[src/rtl/wdg_pkg.sv]
package wdg_pkg;
  localparam int ADDR_W = 12;
  localparam int DATA_W = 32;

  localparam logic [ADDR_W-1:0] OFS_START  = 12'h000;
  localparam logic [ADDR_W-1:0] OFS_COUNT  = 12'h004;
  localparam logic [ADDR_W-1:0] OFS_CTRL   = 12'h008;
  localparam logic [ADDR_W-1:0] OFS_CLEAR  = 12'h00C;
  localparam logic [ADDR_W-1:0] OFS_RAW    = 12'h010;
  localparam logic [ADDR_W-1:0] OFS_MASKED = 12'h014;
  localparam logic [ADDR_W-1:0] OFS_KEY    = 12'hC00;

  localparam logic [DATA_W-1:0] UNLOCK_KEY = 32'h1ACC_E551;

  typedef struct packed {
    logic rst_arm;
    logic run;
  } wdg_ctrl_t;
endpackage

[src/rtl/wdg_counter.sv]
module wdg_counter
  import wdg_pkg::*;
#(
  parameter int W = DATA_W
) (
  input  logic         clk,
  input  logic         rst_n,
  input  logic         run_i,
  input  logic         reload_i,
  input  logic [W-1:0] reload_val_i,
  input  logic [W-1:0] start_i,
  output logic [W-1:0] cnt_o,
  output logic         expire_o
);
  logic [W-1:0] cnt_q, cnt_d;
  logic         cnt_en;
  logic         at_zero;

  assign at_zero  = (cnt_q == '0);
  assign expire_o = run_i & at_zero & ~reload_i;
  assign cnt_en   = reload_i | run_i;

  always_comb begin
    cnt_d = cnt_q;
    if (reload_i)     cnt_d = reload_val_i;
    else if (at_zero) cnt_d = start_i;
    else              cnt_d = cnt_q - 1'b1;
  end

  always_ff @(posedge clk or negedge rst_n) begin
    if (!rst_n)      cnt_q <= '1;
    else if (cnt_en) cnt_q <= cnt_d;
  end

  assign cnt_o = cnt_q;

  p_decrement_r4: assert property (@(posedge clk) disable iff (!rst_n)
    (run_i && !reload_i && cnt_q != '0) |=> (cnt_q == $past(cnt_q) - 1'b1));

  p_expiry_restart_r5: assert property (@(posedge clk) disable iff (!rst_n)
    expire_o |=> (cnt_q == $past(start_i)));

  p_hold_when_off_r10: assert property (@(posedge clk) disable iff (!rst_n)
    (!run_i && !reload_i) |=> $stable(cnt_q));
endmodule

[src/rtl/wdg_expiry.sv]
module wdg_expiry (
  input  logic clk,
  input  logic rst_n,
  input  logic expire_i,
  input  logic clear_i,
  input  logic run_i,
  input  logic rst_arm_i,
  output logic raw_o,
  output logic masked_o,
  output logic rst_req_o
);
  logic raw_q, raw_d;
  logic rst_q, rst_d;
  logic raw_en, rst_en;

  assign raw_en = clear_i | expire_i;
  assign rst_en = expire_i & raw_q & rst_arm_i;

  always_comb begin
    raw_d = raw_q;
    if (clear_i)       raw_d = 1'b0;
    else if (expire_i) raw_d = 1'b1;
    rst_d = 1'b1;
  end

  always_ff @(posedge clk or negedge rst_n) begin
    if (!rst_n) begin
      raw_q <= 1'b0;
      rst_q <= 1'b0;
    end else begin
      if (raw_en) raw_q <= raw_d;
      if (rst_en) rst_q <= rst_d;
    end
  end

  assign raw_o     = raw_q;
  assign masked_o  = raw_q & run_i;
  assign rst_req_o = rst_q;

  p_reset_sticky_r6: assert property (@(posedge clk) disable iff (!rst_n)
    rst_q |=> rst_q);

  p_reset_needs_arm_r7: assert property (@(posedge clk) disable iff (!rst_n)
    $rose(rst_q) |-> ($past(rst_arm_i) && $past(raw_q)));

  p_irq_needs_run_r9: assert property (@(posedge clk) disable iff (!rst_n)
    masked_o |-> run_i);

  p_no_raise_when_off_r10: assert property (@(posedge clk) disable iff (!rst_n)
    (!run_i && !raw_q) |=> !raw_q);
endmodule

[src/rtl/wdg_regs.sv]
module wdg_regs
  import wdg_pkg::*;
#(
  parameter int AW = ADDR_W,
  parameter int W  = DATA_W
) (
  input  logic          clk,
  input  logic          rst_n,
  input  logic [AW-1:0] addr_i,
  input  logic          we_i,
  input  logic [W-1:0]  wdata_i,
  input  logic [W-1:0]  cnt_i,
  input  logic          raw_i,
  input  logic          masked_i,
  output logic [W-1:0]  rdata_o,
  output logic [W-1:0]  start_o,
  output wdg_ctrl_t     ctrl_o,
  output logic          reload_o,
  output logic [W-1:0]  reload_val_o,
  output logic          clear_o
);
  localparam int PAD_CTRL = W - 2;
  localparam int PAD_BIT  = W - 1;

  logic      lock_q, lock_d;
  logic [W-1:0] start_q, start_d;
  wdg_ctrl_t ctrl_q, ctrl_d;
  logic      wr_ok;
  logic      wr_start, wr_ctrl, wr_clear, wr_key;
  logic      run_rise;

  assign wr_ok    = we_i & ~lock_q;
  assign wr_start = wr_ok & (addr_i == OFS_START);
  assign wr_ctrl  = wr_ok & (addr_i == OFS_CTRL);
  assign wr_clear = wr_ok & (addr_i == OFS_CLEAR);
  assign wr_key   = we_i  & (addr_i == OFS_KEY);
  assign run_rise = wr_ctrl & wdata_i[0] & ~ctrl_q.run;

  always_comb begin
    lock_d  = (wdata_i != UNLOCK_KEY);
    start_d = wdata_i;
    ctrl_d  = '{rst_arm: wdata_i[1], run: wdata_i[0]};
  end

  always_ff @(posedge clk or negedge rst_n) begin
    if (!rst_n) begin
      lock_q  <= 1'b1;
      start_q <= '1;
      ctrl_q  <= '0;
    end else begin
      if (wr_key)   lock_q  <= lock_d;
      if (wr_start) start_q <= start_d;
      if (wr_ctrl)  ctrl_q  <= ctrl_d;
    end
  end

  assign reload_o     = wr_start | wr_clear | run_rise;
  assign reload_val_o = wr_start ? wdata_i : start_q;
  assign clear_o      = wr_clear;
  assign start_o      = start_q;
  assign ctrl_o       = ctrl_q;

  always_comb begin
    unique case (addr_i)
      OFS_START:  rdata_o = start_q;
      OFS_COUNT:  rdata_o = cnt_i;
      OFS_CTRL:   rdata_o = {{PAD_CTRL{1'b0}}, ctrl_q.rst_arm, ctrl_q.run};
      OFS_RAW:    rdata_o = {{PAD_BIT{1'b0}}, raw_i};
      OFS_MASKED: rdata_o = {{PAD_BIT{1'b0}}, masked_i};
      OFS_KEY:    rdata_o = {{PAD_BIT{1'b0}}, lock_q};
      default:    rdata_o = '0;
    endcase
  end

  p_key_unlocks_r2: assert property (@(posedge clk) disable iff (!rst_n)
    (we_i && addr_i == OFS_KEY && wdata_i == UNLOCK_KEY) |=> !lock_q);

  p_other_locks_r2: assert property (@(posedge clk) disable iff (!rst_n)
    (we_i && addr_i == OFS_KEY && wdata_i != UNLOCK_KEY) |=> lock_q);

  p_locked_start_r3: assert property (@(posedge clk) disable iff (!rst_n)
    lock_q |=> $stable(start_q));

  p_locked_ctrl_r3: assert property (@(posedge clk) disable iff (!rst_n)
    lock_q |=> $stable(ctrl_q));

  p_locked_no_clear_r3: assert property (@(posedge clk) disable iff (!rst_n)
    lock_q |-> !clear_o);
endmodule

[src/rtl/wdg_top.sv]
module wdg_top
  import wdg_pkg::*;
(
  input  logic              clk,
  input  logic              rst_n,
  input  logic [ADDR_W-1:0] bus_addr,
  input  logic              bus_we,
  input  logic [DATA_W-1:0] bus_wdata,
  output logic [DATA_W-1:0] bus_rdata,
  output logic              irq_o,
  output logic              rst_req_o
);
  logic [DATA_W-1:0] cnt, start, reload_val;
  wdg_ctrl_t         ctrl;
  logic              reload, clear, expire, raw, masked;

  wdg_regs #(.AW(ADDR_W), .W(DATA_W)) u_regs (
    .clk          (clk),
    .rst_n        (rst_n),
    .addr_i       (bus_addr),
    .we_i         (bus_we),
    .wdata_i      (bus_wdata),
    .cnt_i        (cnt),
    .raw_i        (raw),
    .masked_i     (masked),
    .rdata_o      (bus_rdata),
    .start_o      (start),
    .ctrl_o       (ctrl),
    .reload_o     (reload),
    .reload_val_o (reload_val),
    .clear_o      (clear)
  );

  wdg_counter #(.W(DATA_W)) u_counter (
    .clk          (clk),
    .rst_n        (rst_n),
    .run_i        (ctrl.run),
    .reload_i     (reload),
    .reload_val_i (reload_val),
    .start_i      (start),
    .cnt_o        (cnt),
    .expire_o     (expire)
  );

  wdg_expiry u_expiry (
    .clk       (clk),
    .rst_n     (rst_n),
    .expire_i  (expire),
    .clear_i   (clear),
    .run_i     (ctrl.run),
    .rst_arm_i (ctrl.rst_arm),
    .raw_o     (raw),
    .masked_o  (masked),
    .rst_req_o (rst_req_o)
  );

  assign irq_o = masked;

  p_irq_tracks_masked_r9: assert property (@(posedge clk) disable iff (!rst_n)
    irq_o == (raw & ctrl.run));
endmodule

[config.mk]
export PLATFORM = sky130hd
export DESIGN_NAME = wdg_top
export DESIGN_NICKNAME = d
export VERILOG_FILES = /design/src/rtl/wdg_pkg.sv /design/src/rtl/wdg_counter.sv /design/src/rtl/wdg_expiry.sv /design/src/rtl/wdg_regs.sv /design/src/rtl/wdg_top.sv
export SDC_FILE = /design/constraint.sdc
export NUM_CORES = 1
export LEC_CHECK = 0
export ABC_AREA = 1
export BUFFER_PORTS_ARGS = -buffer_cell sky130_fd_sc_hd__buf_2
export CORE_UTILIZATION = 55
export CTS_CLUSTER_SIZE = 10
export DETAILED_ROUTE_END_ITERATION = 8
export GPL_ROUTABILITY_DRIVEN = 0
export MAX_ROUTING_LAYER = met4
export PLACE_DENSITY = 0.78
export SKIP_CTS_REPAIR_TIMING = 1
export SLEW_MARGIN = 20
export SYNTH_ARGS = -nofsm -noshare
export SYNTH_HDL_FRONTEND = slang
export SYNTH_SLANG_ARGS = --single-unit
[constraint.sdc]
create_clock -name clk -period 2 [get_ports clk]
set_clock_uncertainty 0.05 [all_clocks]
set_input_delay 0.2 -clock clk [delete_from_list [all_inputs] [get_ports clk]]
set_output_delay 0.2 -clock clk [all_outputs]
set_load 0.02 [all_outputs]
# After elaboration in Yosys (flattened, before gate mapping)
# Index checks and enable logic that the tools add are counted.
dict set report classes {
  addsub 1
  eq_ne 7
  muxes 6
  bitwise 19
  n_reduce_logical 4
}
# cell n
set ops {}
lappend ops {{one-hot mux 32 bit (6 select lines)} 1}
lappend ops {{two-way mux 32 bit} 3}
lappend ops {{logical NOT 32 bit} 1}
lappend ops {{inequality test 32 x 29 -> 1 bit (second input constant)} 1}
lappend ops {{subtractor 32 x 1 -> 32 bit (second input constant)} 1}
lappend ops {{== test 12 x 4 -> 1 bit (second input constant)} 2}
lappend ops {{== test 12 x 5 -> 1 bit (second input constant)} 2}
lappend ops {{bitwise AND 1 bit} 12}
lappend ops {{== test 12 bit (second input constant)} 1}
lappend ops {{== test 12 x 3 -> 1 bit (second input constant)} 1}
lappend ops {{logical NOT 12 bit} 1}
lappend ops {{bitwise OR 1 bit} 4}
lappend ops {{inverter 1 bit} 3}
lappend ops {{two-way mux 1 bit} 2}
lappend ops {{AND reduction 2 bit} 1}
lappend ops {{nonzero test 2 bit} 1}
dict set report word_totals {
  ff_bits 69
  inputBits 47
  out_inout_bits 34
  elab_cells 44
}

# Longest topological paths before layout
dict set report logic_depth {
  ltp_word 10
  depth_mapped 11
  ltp_nobuf 11
}

# Cells and area by module
# Synthesis repeated with hierarchy kept, for this count alone.
dict set report hier_totals {
  hier_cells 777
  hier_area_um2 5042.3
}
# module instances cells_each area_per_inst_um2 seq_area_each_um2
set modules_own_cells {}
lappend modules_own_cells {wdg_counter 1 469 2861.5 840.8}
lappend modules_own_cells {wdg_regs 1 299 2103.3 917.1}
lappend modules_own_cells {wdg_expiry 1 9 77.6 50.0}

# Worst setup path after synthesis
# Ideal clock, no wire load.
dict set report synth_timing {
  path_kind {input to output}
  startpoint {input port bus_addr[9]}
  endpoint {output port bus_rdata[29]}
  arrival_ps 1494
  required_time_ps 1750
  path_slack_ps 256
  cell_stages 7
  n_path_buf 2
  path_cell_list {nor2_1 nand2_1 nor2_4 buf_4 nand2_1 buf_2 o21ai_0}
}
dict set report synth_via {
  elab_chain_cells 2
  elab_cells_between_ends 7
  cone_classes {5 x eq/ne; 1 x mux; 1 x reduce/logical}
}
# element line
set synth_lines {}
lappend synth_lines {{start: declaration} wdg_top.sv:6} ;# input logic [ADDR_W-1:0] bus_addr,
lappend synth_lines {{== test 12 bit (tied with other cells)} wdg_regs.sv:64} ;# unique case (addr_i)
lappend synth_lines {{one-hot mux 32 bit (6 select lines) *} wdg_regs.sv:64}
lappend synth_lines {{end: declaration} wdg_top.sv:9} ;# output logic [DATA_W-1:0] bus_rdata,
# Every way passes the cells marked *; elsewhere a longest branch is shown, timed or not.

# Worst setup path after layout
dict set report layout_timing {
  startpoint {input port bus_addr[7]}
  endpoint {output port bus_rdata[30]}
}
# The elaborated chain is that of the path after synthesis.

==> results.md <==
* Status: finished clean
* Place WS at 0.06570 ns
* Met3 Use GR at 6.325%
* Primary FF master, synth: dfstp_2
* Area after DPL at 5677 um^2
* Part of the power in the clock network at 29.5%
* CTS buffer count at 9
* Count leader, synth: nand2_1
* CP Launch Type: primary input
* N_diodes at 0
* Drt first-iter violations at 552
* Share of the synthesized area in the top cell type at 32.92%
* Cell variety after synth at 37
* Clock buffer depth at 2
* Worst hold start: bus_wdata[5]
* Max-cap viol count at 0
* Largest net degree at the start of global routing at 34
* Synth area leaders: dfstp_2 (33%), nand2_1 (13%), nand3_1 (7.4%)
* CTS Root Cell: clkbuf_8
* Core area at 9196 um^2
* Busiest grt layer: met2
* Sw Ratio at 34.55%
* Worst slew pin tran at 0.4360 ns
* Met1 GRT Util at 43.20%
* Reg clk slew, reported paths at 0.08 ns
* Met2 Usage GRT at 54.44%
* Die height at 99.12 um
* Post-synth EDFFs at 0
* Power Dens Cells at 669.2 nW/um^2
* Reg2reg start: u_counter.cnt_o[27]
* # setup viols final at 0
* CTS H-tree lvls at 3
* DRC at 0
* Chip Width at 99.12 um
* First-pass iteration count of the detailed router at 6
* Total GRT Usage at 34.09%
* Crit path required time at 1.75 ns
* Worst VDD drop at 0.0004432 V
* RSZ-0062 raised after global routing: false
* Synth top cells by count: nand2_1 (183), inv_1 (94), nor2_1 (79)
* Mapped Cells at 746
* CP Max Fanout at 15
* Critical path type: in2out
* Post-route clock period utilization at 94.60%
* Beginning of the critical path: bus_addr[7]
* CTS Sinks at 69
* Area Overhead vs Synth at 14.21%
* Clk_lat worst skew at 0.36 ns
* Final instance area at 5924 um^2
* Asr flop ratio synth at 100.0%
* Post-DP HPWL at 11.28 mm
* Syn avg cell area at 6.954 um^2
* Pint at 2.595 mW
* Die Footprint at 9824 um^2
* CP max stage delay at 0.29 ns
* Syn Std Cell Area at 5187 um^2
* Crit path DAT at 1.64 ns
* Setup WS post-layout at 0.1080 ns
* Crit-path cells: buf_2 -> nor2_2 -> nand2_1 -> nor2_4 -> nand2_1 -> buf_4 -> o21ai_0 -> buf_2
* Min Hold Slack at 0.02661 ns
* Comb pwr share at 24.8%
* Final wirelength at 15.60 mm
* Critical Path Slowest Stage Cell: o21ai_0
* Via count at 5,577
* Leak at 2.776 nW
* Post-synthesis register bit count at 69
* Final Hold Viols at 0
* Setup TNS at 0 ns
* DRT antenna net count at 0
* Final min period at 1.892 ns
* Worst Hold Class: in2reg
* Synth area leader: dfstp_2
* YS warnings at 0
* Headroom to the max-slew limit at 70.67%
* Psw at 1.370 mW
* # port buffers at 80
* Initial antenna violation count at 0
* Initial Util at 56.41%
* Slew Viols, Final at 0
* First-pass GRT wire length at 25.56 mm
* Fillers at 857
* Rows at 35
* CP endpoint kind: output port
* Syn nets at 795
* Flop pwr share at 45.7%
* Fmax at 0.5285 GHz
* CTS tree: done
* Sequential area share after synthesis at 34.85%
* Number of global-route vias before repair at 5,324
* GRT overflow at 0
* DR WL/cell at 16.55 um
* Nets at 876
* Layout cell share with drive strength beyond 1 at 27.52%
* DR vias/cell at 5.914
* Number of I/O pins at 81
[flip-flops by register name, summed over array words and instances, names as in the netlist]
register,flops
u_counter.cnt_o,32
u_regs.lock_q,1
u_expiry.raw_o,1
u_regs.start_o,32
u_regs.ctrl_o,2
u_expiry.rst_req_o,1
[critical path: cells and delay by family]
| kind | cells | cell delay, ns |
|---|---|---|
| simple gates | 4 | 0.60 |
| compound gates | 1 | 0.29 |
| buf+inv | 3 | 0.54 |
[placed cells by master (no fill, tap or decap), types with 2 or more instances in the layout]
master	instances
buf_12	6
nor2_1	78
inv_2	7
o21ai_2	7
nor3_2	2
clkinv_2	2
o21ai_4	6
nand3_1	77
o22ai_1	26
dfstp_2	65
nand4_1	41
clkbuf_1	2
nor4_1	6
nand3_2	3
clkbuf_8	10
xor2_1	6
buf_6	2
nor2_4	4
nand2_1	183
buf_4	16
inv_1	93
o21ai_1	20
ha_1	2
nor3_1	7
nand2_2	5
nor2_2	6
o21ai_0	22
o211ai_1	2
dfrtp_1	4
a21oi_1	28
buf_2	80
nand3_4	2
[area by class of cell]
type | count | area [um^2] | share of cell area, %
tap | 111 | 138.9 | 2.344
sequential | 69 | 1808 | 30.52
clock buffer | 12 | 145.1 | 2.450
inverter | 102 | 385.4 | 6.505
clock inverter | 4 | 47.55 | 0.8025
timing repair buffer | 105 | 673.1 | 11.36
multi-input combinational | 540 | 2726 | 46.02
[power by group through the flow]
| stage | clock network [mW] | logic (mW) | registers, mW |
|---|---|---|---|
| after CTS | 1.17 | 0.962 | 1.80 |
| final | 1.17 | 0.984 | 1.81 |
| after global placement | 0 | 0.917 | 1.81 |
| after detailed placement | 0 | 0.950 | 1.82 |
| after floorplan | 0 | 0.701 | 1.77 |
| after global routing | 1.24 | 1.12 | 1.83 |
[per-layer routing]
layer	wire length (um)	vias up
met5	0	-
met4	367	0
met3	1423	43
met2	7536	306
met1	6276	2599
li1	-	2629
[through the flow]
| stage | instances | power, mW | util [%] |
|---|---|---|---|
| 6_report | 943 | 3.964 | 64.42 |
| 5_1_grt | 943 | 4.189 | 64.42 |
| 4_1_cts | 939 | 3.936 | 63.82 |
| 3_5_place_dp | 923 | 2.771 | 61.73 |
| 3_3_place_gp | 923 | 2.730 | 61.73 |
| 2_1_floorplan | 746 | 2.472 | - |
[logic make-up (layout without fill, tap and decap cells)]
| logic type | after synthesis | after routing | synth area share (%) |
|---|---|---|---|
| AND/OR/NAND/NOR | 418 | 418 | 37.10 |
| buffers and inverters | 137 | 223 | 12.83 |
| AO/OA/AOI/OAI | 113 | 113 | 13.51 |
| flip-flops | 69 | 69 | 34.85 |
| XOR/XNOR | 6 | 6 | 1.013 |
| adder cells (fa/ha/maj) | 2 | 2 | 0.4823 |
| multiplexers | 1 | 1 | 0.2171 |
[worst paths after layout]
check | slack (ns) | to | cells past startpoint
worst min register to register | 0.45 | u_regs.start_o[18] | 2
max in group asynchronous | 1.02 | u_regs.start_o[1] | 3
worst max register to register | 0.15 | u_counter.cnt_o[0] | 9
worst min-delay path | 0.03 | u_regs.start_o[5] | 3
worst max-delay path | 0.11 | bus_rdata[30] | 8
min in group asynchronous | 0.51 | u_counter.cnt_o[19] | 2
Power figures use the tool's default switching activity.
